<file path="src/rtl/fpadd_pkg.sv">
package fpadd_pkg;

    // Number of zero bits above the highest set bit of v[w-1:0].
    function automatic int unsigned lead_zeros(input logic [63:0] v, input int w);
        int unsigned n;
        bit          seen;
        n    = 0;
        seen = 1'b0;
        for (int i = 63; i >= 0; i--) begin
            if (i < w && !seen) begin
                if (v[i]) seen = 1'b1;
                else      n++;
            end
        end
        return n;
    endfunction

endpackage

</file>
<file path="src/rtl/fpadd_cmp.sv">
module fpadd_cmp #(
    parameter int EXP_W = 8,
    parameter int MAN_W = 23
) (
    input  logic                   clk,
    input  logic                   rst,
    input  logic                   in_valid,
    input  logic [EXP_W+MAN_W:0]   in_a,
    input  logic [EXP_W+MAN_W:0]   in_b,
    output logic                   c_vld,
    output logic                   c_sign,
    output logic [EXP_W-1:0]       c_exp,
    output logic [MAN_W:0]         c_big,
    output logic [MAN_W:0]         c_sml,
    output logic [EXP_W-1:0]       c_diff,
    output logic                   c_sub
);
    localparam int MAG_W = EXP_W + MAN_W;

    typedef struct packed {
        logic             vld;
        logic             sign;
        logic [EXP_W-1:0] exp;
        logic [MAN_W:0]   big;
        logic [MAN_W:0]   sml;
        logic [EXP_W-1:0] diff;
        logic             sub;
    } cmp_t;

    cmp_t st_d, st_q;

    logic [MAG_W-1:0]     mag_a, mag_b;
    logic [EXP_W+MAN_W:0] hi, lo;
    logic [EXP_W-1:0]     hi_e, lo_e;

    always_comb begin
        mag_a = in_a[MAG_W-1:0];
        mag_b = in_b[MAG_W-1:0];
        // exponent then fraction: one unsigned compare orders magnitudes
        if (mag_a >= mag_b) begin
            hi = in_a;
            lo = in_b;
        end else begin
            hi = in_b;
            lo = in_a;
        end
        hi_e = hi[MAG_W-1:MAN_W];
        lo_e = lo[MAG_W-1:MAN_W];

        st_d.vld  = in_valid;
        st_d.sign = hi[MAG_W];
        st_d.exp  = hi_e;
        // exponent field zero means value zero: drop fraction, no hidden bit
        st_d.big  = (hi_e != '0) ? {1'b1, hi[MAN_W-1:0]} : '0;
        st_d.sml  = (lo_e != '0) ? {1'b1, lo[MAN_W-1:0]} : '0;
        st_d.diff = hi_e - lo_e;
        st_d.sub  = in_a[MAG_W] ^ in_b[MAG_W];
    end

    always_ff @(posedge clk) begin
        if (rst) st_q <= '0;
        else     st_q <= st_d;
    end

    assign c_vld  = st_q.vld;
    assign c_sign = st_q.sign;
    assign c_exp  = st_q.exp;
    assign c_big  = st_q.big;
    assign c_sml  = st_q.sml;
    assign c_diff = st_q.diff;
    assign c_sub  = st_q.sub;
endmodule

</file>
<file path="src/rtl/fpadd_align.sv">
module fpadd_align #(
    parameter int EXP_W = 8,
    parameter int MAN_W = 23,
    parameter int XW    = MAN_W + 4
) (
    input  logic             clk,
    input  logic             rst,
    input  logic             c_vld,
    input  logic             c_sign,
    input  logic [EXP_W-1:0] c_exp,
    input  logic [MAN_W:0]   c_big,
    input  logic [MAN_W:0]   c_sml,
    input  logic [EXP_W-1:0] c_diff,
    input  logic             c_sub,
    output logic             a_vld,
    output logic             a_sign,
    output logic [EXP_W-1:0] a_exp,
    output logic [XW-1:0]    a_big,
    output logic [XW-1:0]    a_sml,
    output logic             a_sub
);
    typedef struct packed {
        logic             vld;
        logic             sign;
        logic [EXP_W-1:0] exp;
        logic [XW-1:0]    big;
        logic [XW-1:0]    sml;
        logic             sub;
    } aln_t;

    aln_t st_d, st_q;

    logic [XW-1:0] full, shifted;
    logic          lost;

    always_comb begin
        full = {c_sml, 3'b000};
        lost = 1'b0;
        if (int'(c_diff) >= XW) begin
            shifted = '0;
            lost    = |full;
        end else begin
            shifted = full >> c_diff;
            for (int i = 0; i < XW; i++) begin
                if (i < int'(c_diff)) lost = lost | full[i];
            end
        end

        st_d.vld  = c_vld;
        st_d.sign = c_sign;
        st_d.exp  = c_exp;
        st_d.big  = {c_big, 3'b000};
        st_d.sml  = {shifted[XW-1:1], shifted[0] | lost};
        st_d.sub  = c_sub;
    end

    always_ff @(posedge clk) begin
        if (rst) st_q <= '0;
        else     st_q <= st_d;
    end

    assign a_vld  = st_q.vld;
    assign a_sign = st_q.sign;
    assign a_exp  = st_q.exp;
    assign a_big  = st_q.big;
    assign a_sml  = st_q.sml;
    assign a_sub  = st_q.sub;
endmodule

</file>
<file path="src/rtl/fpadd_sum.sv">
module fpadd_sum #(
    parameter int EXP_W = 8,
    parameter int XW    = 27
) (
    input  logic             clk,
    input  logic             rst,
    input  logic             a_vld,
    input  logic             a_sign,
    input  logic [EXP_W-1:0] a_exp,
    input  logic [XW-1:0]    a_big,
    input  logic [XW-1:0]    a_sml,
    input  logic             a_sub,
    output logic             s_vld,
    output logic             s_sign,
    output logic [EXP_W-1:0] s_exp,
    output logic [XW:0]      s_mag
);
    typedef struct packed {
        logic             vld;
        logic             sign;
        logic [EXP_W-1:0] exp;
        logic [XW:0]      mag;
    } sum_t;

    sum_t st_d, st_q;

    always_comb begin
        st_d.vld  = a_vld;
        st_d.sign = a_sign;
        st_d.exp  = a_exp;
        // a_big is never below a_sml, so the difference stays non-negative
        if (a_sub) st_d.mag = {1'b0, a_big} - {1'b0, a_sml};
        else       st_d.mag = {1'b0, a_big} + {1'b0, a_sml};
    end

    always_ff @(posedge clk) begin
        if (rst) st_q <= '0;
        else     st_q <= st_d;
    end

    assign s_vld  = st_q.vld;
    assign s_sign = st_q.sign;
    assign s_exp  = st_q.exp;
    assign s_mag  = st_q.mag;
endmodule

</file>
<file path="src/rtl/fpadd_norm.sv">
module fpadd_norm
    import fpadd_pkg::*;
#(
    parameter int EXP_W = 8,
    parameter int MAN_W = 23,
    parameter int XW    = MAN_W + 4
) (
    input  logic                 clk,
    input  logic                 rst,
    input  logic                 s_vld,
    input  logic                 s_sign,
    input  logic [EXP_W-1:0]     s_exp,
    input  logic [XW:0]          s_mag,
    output logic                 out_valid,
    output logic [EXP_W+MAN_W:0] out_sum
);
    typedef struct packed {
        logic                 vld;
        logic [EXP_W+MAN_W:0] sum;
    } nrm_t;

    nrm_t st_d, st_q;

    int unsigned      lz;
    logic [XW-1:0]    norm;
    logic [EXP_W-1:0] e_out;
    logic [MAN_W-1:0] m_out;

    always_comb begin
        lz    = lead_zeros(64'(s_mag[XW-1:0]), XW);
        norm  = s_mag[XW-1:0] << lz;
        e_out = s_exp;
        m_out = '0;
        st_d.vld = s_vld;
        if (s_mag == '0) begin
            st_d.sum = '0;
        end else begin
            if (s_mag[XW]) begin
                e_out = s_exp + 1'b1;
                m_out = s_mag[XW-1 -: MAN_W];
            end else begin
                e_out = s_exp - EXP_W'(lz);
                m_out = norm[XW-2 -: MAN_W];
            end
            st_d.sum = {s_sign, e_out, m_out};
        end
    end

    always_ff @(posedge clk) begin
        if (rst) st_q <= '0;
        else     st_q <= st_d;
    end

    assign out_valid = st_q.vld;
    assign out_sum   = st_q.sum;
endmodule

</file>
<file path="src/rtl/fp_add_pipe.sv">
module fp_add_pipe #(
    parameter int EXP_W = 8,
    parameter int MAN_W = 23
) (
    input  logic                 clk,
    input  logic                 rst,
    input  logic                 in_valid,
    input  logic [EXP_W+MAN_W:0] in_a,
    input  logic [EXP_W+MAN_W:0] in_b,
    output logic                 out_valid,
    output logic [EXP_W+MAN_W:0] out_sum
);
    localparam int XW = MAN_W + 4;

    logic             c_vld, c_sign, c_sub;
    logic [EXP_W-1:0] c_exp, c_diff;
    logic [MAN_W:0]   c_big, c_sml;

    logic             a_vld, a_sign, a_sub;
    logic [EXP_W-1:0] a_exp;
    logic [XW-1:0]    a_big, a_sml;

    logic             s_vld, s_sign;
    logic [EXP_W-1:0] s_exp;
    logic [XW:0]      s_mag;

    fpadd_cmp #(.EXP_W(EXP_W), .MAN_W(MAN_W)) u_cmp (
        .clk(clk), .rst(rst), .in_valid(in_valid), .in_a(in_a), .in_b(in_b),
        .c_vld(c_vld), .c_sign(c_sign), .c_exp(c_exp), .c_big(c_big),
        .c_sml(c_sml), .c_diff(c_diff), .c_sub(c_sub)
    );

    fpadd_align #(.EXP_W(EXP_W), .MAN_W(MAN_W), .XW(XW)) u_align (
        .clk(clk), .rst(rst),
        .c_vld(c_vld), .c_sign(c_sign), .c_exp(c_exp), .c_big(c_big),
        .c_sml(c_sml), .c_diff(c_diff), .c_sub(c_sub),
        .a_vld(a_vld), .a_sign(a_sign), .a_exp(a_exp), .a_big(a_big),
        .a_sml(a_sml), .a_sub(a_sub)
    );

    fpadd_sum #(.EXP_W(EXP_W), .XW(XW)) u_sum (
        .clk(clk), .rst(rst),
        .a_vld(a_vld), .a_sign(a_sign), .a_exp(a_exp), .a_big(a_big),
        .a_sml(a_sml), .a_sub(a_sub),
        .s_vld(s_vld), .s_sign(s_sign), .s_exp(s_exp), .s_mag(s_mag)
    );

    fpadd_norm #(.EXP_W(EXP_W), .MAN_W(MAN_W), .XW(XW)) u_norm (
        .clk(clk), .rst(rst),
        .s_vld(s_vld), .s_sign(s_sign), .s_exp(s_exp), .s_mag(s_mag),
        .out_valid(out_valid), .out_sum(out_sum)
    );
endmodule

</file>
<file path="config.mk">
export PLATFORM = sky130hd
export DESIGN_NAME = fp_add_pipe
export DESIGN_NICKNAME = d
export VERILOG_FILES = /design/src/rtl/fpadd_pkg.sv /design/src/rtl/fpadd_cmp.sv /design/src/rtl/fpadd_align.sv /design/src/rtl/fpadd_sum.sv /design/src/rtl/fpadd_norm.sv /design/src/rtl/fp_add_pipe.sv
export SDC_FILE = /design/constraint.sdc
export NUM_CORES = 1
export LEC_CHECK = 0
export ABC_AREA = 1
export BUFFER_PORTS_ARGS = -buffer_cell sky130_fd_sc_hd__buf_4
export CORE_AREA = 2 2 195 293
export DETAILED_ROUTE_END_ITERATION = 6
export DIE_AREA = 0 0 197 295
export PLACE_DENSITY = 0.43
export SLEW_MARGIN = 20
export SYNTH_ARGS = -nofsm -noshare
export SYNTH_HDL_FRONTEND = slang
export SYNTH_SLANG_ARGS = --single-unit
</file>
<file path="constraint.sdc">
create_clock -name clk -period 18.4 [get_ports clk]
set_input_delay 2.76 -clock clk [delete_from_list [all_inputs] [get_ports clk]]
set_output_delay 2.76 -clock clk [all_outputs]
set_load 0.005 [all_outputs]
</file>
==> results by group, run 1 <==
Yosys
  – Post-synth cell types: 65
  – Synthesized area: 16600 µm²
  – EDFF count, synth: 0
  – Yosys warns: 0
  – Mean post-synth cell area: 6.34 µm²
  – Syn Nets: 2795
  – Post-synthesis sequential area ratio: 24.2%
  – Predominant post-synthesis flop cell: dfxtp_1
  – FFs w/ async S/R, synth: 0%
  – Post-Syn Instances: 2613
  – Number of synthesized register bits: 200

Placed design
  – Final Wtd Congestion: 0.900
  – Port Buffers: 99
  – DPL Wire Length: 44600 µm

GRT
  – Met2 Use GR: 38.5%
  – Grt peak-use layer: met2
  – Met3 usage: 1.80%
  – GR Util All Layers: 18.9%
  – Initial antenna violation count: 0
  – Vias in the first global route: 16.5k
  – Global-route wire length before repair: 86100 µm
  – GRT overflow: 0
  – Met1 usage: 18.8%
  – Pin count of the biggest net entering global routing: 70

Clock network
  – Clk_lat worst skew: 0.47 ns
  – Cts hold-fix bufs: 0
  – CTS Buf Count: 17
  – # resized after CTS: 0
  – CTS tree: built
  – Clk slew on worst S/H paths: 0.08 ns
  – Max Root-Sink Buffers: 2
  – CTS root buffer: clkbuf_16
  – Clk sinks: 200
  – Number of H-tree levels: 4
  – Setup bufs post-CTS: 0

Setup path
  – Crit-path leading delay family: adder cells
  – R2R cell count: 98
  – Critical path arrival: 16.73 ns
  – Crit path from: u_sum.s_mag[25]$_SDFF_PP0_
  – Crit-path slowest cell: fa_1
  – Most common cell on crit path: nand2_1
  – R2r startpoint: u_sum.s_mag[25]$_SDFF_PP0_
  – Worst setup endpoint: u_norm.out_sum[29]$_SDFF_PP0_
  – Levels on crit path: 98
  – Critical Path Fanout Max: 28
  – Reg2reg end: u_norm.out_sum[29]$_SDFF_PP0_
  – Critical path class: flop to flop
  – CP bufs+invs: 18
  – WP data required: 18.79 ns
  – Startpoint Class: flop
  – CP endpoint kind: flop
  – Slowest stage delay, CP: 0.45 ns
  – R2R Setup Slk: 2.06 ns

Die
  – Row count: 106
  – DIE AREA: 58100 µm²
  – Die width: 197 µm
  – Starting Density: 29.9%
  – Placeable Area: 55400 µm²
  – # IOs: 100
  – Die Span Y: 295 µm

Final layout
  – Most frequent cells in the layout: 608 x nand2_1, 371 x inv_1, 242 x nor2_1, 214 x a21oi_1, 200 x dfxtp_1
  – N_diodes: 0
  – Final #Nets: 2848
  – Most common cell after layout, fill and taps aside: nand2_1
  – Layout cell share with drive strength beyond 1: 12.9%
  – Util after Layout: 33.2%
  – Layout area overhead: 11.1%

Detailed routing
  – TritonRoute pass-1 iters: 5
  – Number of remaining DRC errors: 0
  – Via count: 16.3k
  – Initial DRC Count: 673
  – Post-Route WL: 53700 µm
  – Vias per Instance: 4.82
  – Antenna Nets Post-Route: 0
  – Per-cell routed wire length: 15.9 µm

Status
  – Outcome: complete, no violations

Timing
  – Max frequency: 61.2 MHz
  – Final Max Slew Viols: 0
  – Max Clock Skew: 0.0175 ns
  – Setup TNS: 0 ns
  – Final worst-path cycle share: 88.8%
  – RSZ-0062 raised after global routing: false
  – Finish-stage setup viols: 0
  – Tmin final: 16.34 ns
  – Max transition margin: 38.4%
  – Worst Tran Pin Value: 0.922 ns
  – Final Hold Viols: 0

Flow run
  – Max Cap Violations: 0

Power
  – Worst vdd ir: 0.0900 mV
  – Leak: 8.79 nW
  – Power density over cell area: 199 nW/µm²

Hold path
  – Min-delay worst type: flop to flop
-- kinds of logic after synthesis --
logic type,synth area share [%]
xor+xnor,1.22
compound gates,16.6
simple gates,36.4
fa+ha+maj,8.78
flops,24.2
mux,0.363
buf+inv,12.5
-- synth_stat cells (15+ instances only) --
master	n	area (µm²)
dfxtp_1	200	4000
inv_2	23	86.3
inv_1	371	1390
a21oi_1	214	1070
ha_1	113	1410
nand2_2	41	257
nand3_1	172	861
clkbuf_1	51	191
o211ai_1	15	113
a31oi_1	16	100
or2_2	15	93.8
nand3_2	34	340
o21ai_0	189	946
nor2_1	243	912
nand4_1	24	150
nor2_2	22	138
nand2_1	609	2290
nor3_1	43	215
-- metal layers --
metal  wire length, µm  vias to the layer above  share of wire, %
met1             20300                     7432                38
met3              1060                       78               2.0
met2             30200                      214                56
met5                 0                        -                 0
li1                  -                     8555                 -
met4              2190                        0               4.1
-- worst min-delay path, stage by stage, from the launching register on --
cell and delay, ns:
dfxtp_1 0.30, inv_1 0.04, nor2_1 0.03
-- how the worst min path moves through the flow --
stage               slack [ns]                        from                            to  cells after the start
global placement          0.39    u_align.a_vld$_SDFF_PP0_        u_sum.s_vld$_SDFF_PP0_                      2
CTS                       0.40   u_cmp.c_exp[7]$_SDFF_PP0_   u_align.a_exp[7]$_SDFF_PP0_                      2
finish                    0.40   u_cmp.c_exp[7]$_SDFF_PP0_   u_align.a_exp[7]$_SDFF_PP0_                      2
detailed placement        0.39  u_cmp.c_big[21]$_SDFF_PP0_  u_align.a_big[24]$_SDFF_PP0_                      2
floorplan                 0.39   u_cmp.c_big[7]$_SDFF_PP0_  u_align.a_big[10]$_SDFF_PP0_                      2
global route              0.42   u_cmp.c_exp[7]$_SDFF_PP0_   u_align.a_exp[7]$_SDFF_PP0_                      2
-- flip-flops by register name, indices dropped and copies added (netlist names), 8 cells and up --
register,cells
u_sum.s_exp,8
u_cmp.c_big,24
u_cmp.c_sml,24
u_norm.out_sum,32
u_cmp.c_diff,8
u_cmp.c_exp,8
u_align.a_exp,8
u_align.a_sml,27
u_align.a_big,24
u_sum.s_mag,28
-- power breakdown --
part / switching [mW] / internal, mW / total [mW]
Combinational: 1.90 / 0.846 / 2.74
Clock: 0.190 / 0.179 / 0.370
Sequential: 0.0413 / 0.497 / 0.539
-- metrics by stage --
stage / worst slack [ns] / total power [mW] / instances / hold slack, ns / area, µm²
6_report: 2.06 / 3.65 / 3380 / 0.400 / 18400
5_1_grt: 0.490 / 4.04 / 3380 / 0.417 / 18400
4_1_cts: 1.99 / 3.69 / 3380 / 0.402 / 18400
3_5_place_dp: 2.06 / 3.30 / 3349 / 0.393 / 17800
3_3_place_gp: 2.31 / 3.29 / 3349 / 0.390 / 17800
2_1_floorplan: 3.06 / 2.63 / 2613 / 0.388 / 16600
-- area by class of cell --
type | count | area [µm²]
Inverter | 409 | 1570
Fill cell | 6157 | 37100
Tap cell | 702 | 878
Clock buffer | 18 | 429
Multi-Input combinational cell | 1921 | 10500
Timing Repair Buffer | 117 | 878
Clock inverter | 13 | 133
Sequential cell | 200 | 4000
Note: power is estimated with default switching activity, not from simulation.
==> run 2, diff against run 1 <==
--- a/config.mk
+++ b/config.mk
@@ -7,10 +7,10 @@
 export LEC_CHECK = 0
 export ABC_AREA = 1
 export BUFFER_PORTS_ARGS = -buffer_cell sky130_fd_sc_hd__buf_4
-export CORE_AREA = 2 2 195 293
+export CORE_AREA = 2 2 152 228
 export DETAILED_ROUTE_END_ITERATION = 6
-export DIE_AREA = 0 0 197 295
-export PLACE_DENSITY = 0.43
+export DIE_AREA = 0 0 154 230
+export PLACE_DENSITY = 0.65
 export SLEW_MARGIN = 20
 export SYNTH_ARGS = -nofsm -noshare
 export SYNTH_HDL_FRONTEND = slang
==> results by group, run 2 (synthesized netlist as in run 1, its figures left out) <==
Final layout
  – Layout area overhead: 8.80%
  – Final cell count without fillers: 3096
  – Most frequent cells in the layout: 608 x nand2_1, 371 x inv_1, 241 x nor2_1, 214 x a21oi_1, 200 x dfxtp_1
  – Layout cell share with drive strength beyond 1: 12.9%
  – Final #Nets: 2846
  – Fillers: 3426
  – Most common cell after layout, fill and taps aside: nand2_1
  – N_diodes: 0
  – Largest register FFs: 32

Power
  – Seq pwr share: 14.5%
  – Power density over cell area: 207 nW/µm²
  – Worst vdd ir: 0.176 mV
  – Int Pwr: 1.53 mW
  – Leak: 8.77 nW
  – Switching portion of total power: 58.9%
  – Clock share of power: 9.8%
  – Total power: 3.72 mW
  – Switch Pwr: 2.19 mW
  – Combinational Power Share: 75.8%

Clock network
  – CTS Buf Count: 17
  – Clk slew on worst S/H paths: 0.08 ns
  – Clk_lat worst skew: 0.47 ns
  – Setup bufs post-CTS: 0
  – Max Root-Sink Buffers: 2
  – CTS root buffer: clkbuf_16
  – # resized after CTS: 0
  – Clk sinks: 200
  – Number of H-tree levels: 4
  – Cts hold-fix bufs: 0
  – CTS tree: built

GRT
  – Vias in the first global route: 16.7k
  – Initial antenna violation count: 0
  – GRT overflow: 0
  – GR Util All Layers: 29.0%
  – Global-route wire length before repair: 82400 µm
  – Pin count of the biggest net entering global routing: 70

Die
  – Starting Density: 49.7%
  – DIE AREA: 35400 µm²
  – Die width: 154 µm
  – Placeable Area: 33300 µm²
  – Row count: 82
  – # IOs: 100
  – Die Span Y: 230 µm

Detailed routing
  – Vias per Instance: 5.42
  – Post-Route WL: 51200 µm
  – Initial DRC Count: 1041
  – Via count: 16.8k
  – Antenna Nets Post-Route: 0
  – Per-cell routed wire length: 16.5 µm
  – Number of remaining DRC errors: 0
  – TritonRoute pass-1 iters: 6

Timing
  – Max frequency: 60.6 MHz
  – Finish-stage setup viols: 0
  – Final worst-path cycle share: 89.6%
  – Tmin final: 16.49 ns
  – Worst Tran Pin Value: 1.08 ns
  – Final Hold Viols: 0
  – RSZ-0062 raised after global routing: false
  – Setup TNS: 0 ns
  – Max Clock Skew: 0.0230 ns
  – Final Max Slew Viols: 0
  – Max transition margin: 28.0%

Hold path
  – WHS Path Cells: 2
  – Min-delay worst type: flop to flop
  – Hold path start: u_cmp.c_big[23]$_SDFF_PP0_
  – Hold Path End: u_align.a_big[26]$_SDFF_PP0_

Setup path
  – Critical path class: flop to flop
  – WP data required: 18.79 ns
  – Most common cell on crit path: nand2_1
  – Critical Path Fanout Max: 34
  – R2R Setup Slk: 1.91 ns
  – R2R cell count: 102
  – R2r startpoint: u_sum.s_mag[25]$_SDFF_PP0_
  – Crit-path slowest cell: dfxtp_1
  – Slowest stage delay, CP: 0.40 ns
  – Critical path arrival: 16.88 ns
  – Reg2reg end: u_norm.out_sum[29]$_SDFF_PP0_
  – CP endpoint kind: flop
  – Startpoint Class: flop

Placed design
  – Placed cell count: 3065
  – Port Buffers: 99
  – Final Wtd Congestion: 0.993
  – DPL Wire Length: 41800 µm

Status
  – Outcome: complete, no violations

Flow run
  – Max Cap Violations: 0
[run 2: worst max path at each step]
stage / from / cells after the start / endpoint
after floorplan: u_sum.s_mag[25]$_SDFF_PP0_ / 98 / u_norm.out_sum[29]$_SDFF_PP0_
after global placement: u_sum.s_mag[25]$_SDFF_PP0_ / 102 / u_norm.out_sum[29]$_SDFF_PP0_
after detailed placement: u_sum.s_mag[25]$_SDFF_PP0_ / 102 / u_norm.out_sum[29]$_SDFF_PP0_
after CTS: u_sum.s_mag[25]$_SDFF_PP0_ / 102 / u_norm.out_sum[29]$_SDFF_PP0_
after global routing: u_sum.s_mag[25]$_SDFF_PP0_ / 102 / u_norm.out_sum[29]$_SDFF_PP0_
final: u_sum.s_mag[25]$_SDFF_PP0_ / 102 / u_norm.out_sum[29]$_SDFF_PP0_
[run 2: final cells by class]
class	instances	area, µm²	share of cell area (%)
multi-input cells	1921	10500	58.3
flip-flops and latches	200	4000	22.2
inverters	409	1570	8.73
repair buffers	115	863	4.79
well taps	420	526	2.92
clock buffers	19	443	2.46
clock inverters	12	110	0.611
[run 2: layer usage]
metal	up-vias	track usage, %	routed length (µm)
li1	8552	-	-
met2	478	57.4	27700
met4	0	19.2	3780
met5	-	0	0
met1	7585	27.7	18000
met3	171	3.13	1780
[run 2: critical path, delay by kind of cell, from the launching register on]
family                     cells  cell delay [ns]
adders and majority gates     25             7.07
and+or+nand+nor               49             6.17
buffers and inverters         19             1.39
muxes                          2             0.22
AOI/OAI and AO/OA              7             1.14
DFF                            1             0.40
[run 2: stage by stage]
stage	utilization [%]	setup slack [ns]	area [µm²]	hold WS (ns)
global route	54.0	0.426	18000	0.416
finish	54.0	1.91	18000	0.404
floorplan	-	3.06	16600	0.388
detailed placement	52.4	1.98	17500	0.396
CTS	54.0	1.93	18000	0.405
global placement	52.4	2.28	17500	0.388
[run 2: power groups by stage]
stage                     clock [mW]  sequential (mW)  combinational, mW
final                          0.364            0.538               2.82
after global routing           0.388            0.543               3.11
after CTS                      0.371            0.538               2.78
after detailed placement           0            0.548               2.77
after global placement             0            0.548               2.76
after floorplan                    0            0.531               2.10
==> run 3, diff against run 2 <==
--- a/config.mk
+++ b/config.mk
@@ -5,11 +5,11 @@
 export SDC_FILE = /design/constraint.sdc
 export NUM_CORES = 1
 export LEC_CHECK = 0
-export ABC_AREA = 1
+export ABC_AREA = 0
 export BUFFER_PORTS_ARGS = -buffer_cell sky130_fd_sc_hd__buf_4
-export CORE_AREA = 2 2 152 228
+export CORE_AREA = 2 2 148 222
 export DETAILED_ROUTE_END_ITERATION = 6
-export DIE_AREA = 0 0 154 230
+export DIE_AREA = 0 0 150 224
 export PLACE_DENSITY = 0.65
 export SLEW_MARGIN = 20
 export SYNTH_ARGS = -nofsm -noshare
==> constraint.sdc (replaced) <==
create_clock -name clk -period 15.8 [get_ports clk]
set_input_delay 2.37 -clock clk [delete_from_list [all_inputs] [get_ports clk]]
set_output_delay 2.37 -clock clk [all_outputs]
set_load 0.005 [all_outputs]
==> results by group, run 3 <==
Status
  – Outcome: complete, no violations

Yosys
  – Top-area cell type share of the netlist area: 25.6%
  – Synthesized area: 15700 µm²
  – Cell taking the most area after synthesis: dfxtp_1
  – Yosys warns: 0
  – Post-synthesis sequential area ratio: 25.6%
  – FFs w/ async S/R, synth: 0%
  – Post-Syn Instances: 2040
  – Top cells by count, synth: 235 x nand2_1, 200 x dfxtp_1, 199 x nor2_1
  – Top cells by area, synth: dfxtp_1 26%, ha_1 9.0%, a21oi_1 6.1%
  – Syn Nets: 2222
  – Most frequent cell after synthesis: nand2_1
  – Predominant post-synthesis flop cell: dfxtp_1
  – Post-synth cell types: 91
  – EDFF count, synth: 0
  – Mean post-synth cell area: 7.67 µm²
  – Number of synthesized register bits: 200

Detailed routing
  – Post-Route WL: 47300 µm
  – Number of remaining DRC errors: 0
  – Via count: 15.1k
  – TritonRoute pass-1 iters: 5
  – Vias per Instance: 5.87
  – Per-cell routed wire length: 18.4 µm
  – Initial DRC Count: 754
  – Antenna Nets Post-Route: 0

Clock network
  – CTS tree: built
  – Number of H-tree levels: 4
  – Cts hold-fix bufs: 0
  – CTS Buf Count: 17
  – Clk sinks: 200
  – Clk slew on worst S/H paths: 0.07 ns
  – Clk_lat worst skew: 0.47 ns
  – Max Root-Sink Buffers: 2
  – CTS root buffer: clkbuf_16

Die
  – # IOs: 100
  – Row count: 80
  – Die Span Y: 224 µm
  – DIE AREA: 33600 µm²
  – Placeable Area: 31600 µm²
  – Starting Density: 49.5%
  – Die width: 150 µm

Timing
  – Final Max Slew Viols: 0
  – Final Worst Setup Slack: 0.0527 ns
  – Tmin final: 15.75 ns
  – RSZ-0062 raised after global routing: true
  – Final worst-path cycle share: 99.7%
  – Max Clock Skew: 0.0134 ns
  – Max frequency: 63.5 MHz
  – Final Hold Viols: 0
  – Worst Tran Pin Value: 1.17 ns
  – Finish-stage setup viols: 0
  – Max transition margin: 21.1%

Setup path
  – Most common cell on crit path: ha_1
  – Startpoint Class: flop
  – Slowest stage delay, CP: 0.36 ns
  – WP data required: 16.20 ns
  – Critical Path Fanout Max: 4
  – Critical path class: flop to flop
  – Crit-path slowest cell: dfxtp_4
  – Critical path arrival: 16.15 ns
  – CP endpoint kind: flop

GRT
  – Pin count of the biggest net entering global routing: 67
  – GR Util All Layers: 27.7%
  – Initial antenna violation count: 1
  – Vias in the first global route: 14.7k
  – Global-route wire length before repair: 73900 µm
  – GRT overflow: 0

Final layout
  – Layout area overhead: 18.1%
  – Most common cell after layout, fill and taps aside: nand2_1
  – Final Cell Area: 18500 µm²
  – Layout cell share with drive strength beyond 1: 17.6%
  – Most frequent cells in the layout: 231 x nand2_1, 198 x dfxtp_1, 189 x nor2_1, 187 x buf_4, 176 x a21oi_1
  – Final #Nets: 2327
  – Largest register FFs: 32

Placed design
  – Dpl ws: -0.327 ns
  – Final Wtd Congestion: 0.975
  – DP Area: 17000 µm²
  – Port Buffers: 99
  – DPL Wire Length: 36000 µm

Hold path
  – Min-delay worst type: flop to flop

Flow run
  – Max Cap Violations: 0
==> run 3: final cells by class <==
type / instances / area [µm²]
inverter: 114 / 430
fill: 2989 / 13100
antenna: 1 / 2.50
clock buffer: 19 / 443
clock inverter: 13 / 186
sequential: 200 / 4010
tap: 410 / 513
timing repair buffer: 204 / 1630
multi-input combinational: 1608 / 11300
==> run 3: timing repair <==
item,4_1_cts,5_1_grt
setup endpoints to repair,1,30
gates resized for setup,13,105
cloned,0,1
pin swaps,46,103
setup buffers,22,32
==> run 3: stage by stage <==
| step | setup TNS (ns) | instances | hold slack [ns] | utilization [%] |
|---|---|---|---|---|
| after detailed placement | -0.327 | 2484 | 0.420 | 53.6 |
| after CTS | 0 | 2538 | 0.431 | 56.3 |
| final | 0 | 2569 | 0.432 | 58.5 |
| after floorplan | 0 | 2040 | 0.406 | - |
| after global placement | 0 | 2484 | 0.410 | 53.6 |
| after global routing | -13.30 | 2569 | 0.448 | 58.5 |
==> run 3: critical path: cells and delay by family (launching register included) <==
kind	cells	cell delay, ns
AO/OA/AOI/OAI	25	3.83
XOR/XNOR	2	0.22
adder cells (fa/ha/maj)	26	7.10
buffers and inverters	6	0.37
flip-flops	1	0.36
multiplexers	10	1.61
AND/OR/NAND/NOR	23	2.17
==> run 3: cell families after synthesis <==
group / Yosys count / share of synthesized area [%]
AO/OA/AOI/OAI: 505 / 20.5
multiplexers: 87 / 6.93
buffers and inverters: 232 / 5.67
XOR/XNOR: 124 / 8.19
adder cells (fa/ha/maj): 121 / 9.68
AND/OR/NAND/NOR: 771 / 23.5
flip-flops: 200 / 25.6
==> run 3: final timing paths <==
path / startpoint / endpoint / slack [ns] / cells past startpoint
setup / recovery: u_sum.s_mag[25]$_SDFF_PP0_ / u_norm.out_sum[30]$_SDFF_PP0_ / 0.05 / 92
setup reg to reg: u_sum.s_mag[25]$_SDFF_PP0_ / u_norm.out_sum[30]$_SDFF_PP0_ / 0.05 / 92
hold reg to reg: u_cmp.c_sign$_SDFF_PP0_ / u_align.a_sign$_SDFF_PP0_ / 0.43 / 1
hold / removal: u_cmp.c_sign$_SDFF_PP0_ / u_align.a_sign$_SDFF_PP0_ / 0.43 / 1
==> run 3: metal layers <==
layer,wire [µm],GRT usage (%),part of all wire (%)
met1,17400,28.7,37
met2,25000,51.9,53
met3,2010,3.99,4.2
met4,2930,16.7,6.2
met5,0,0,0
Power of run 3 is left out: the tool's default activity adds up to more than one toggle a clock period on the data nets, which glitch-free logic cannot reach.
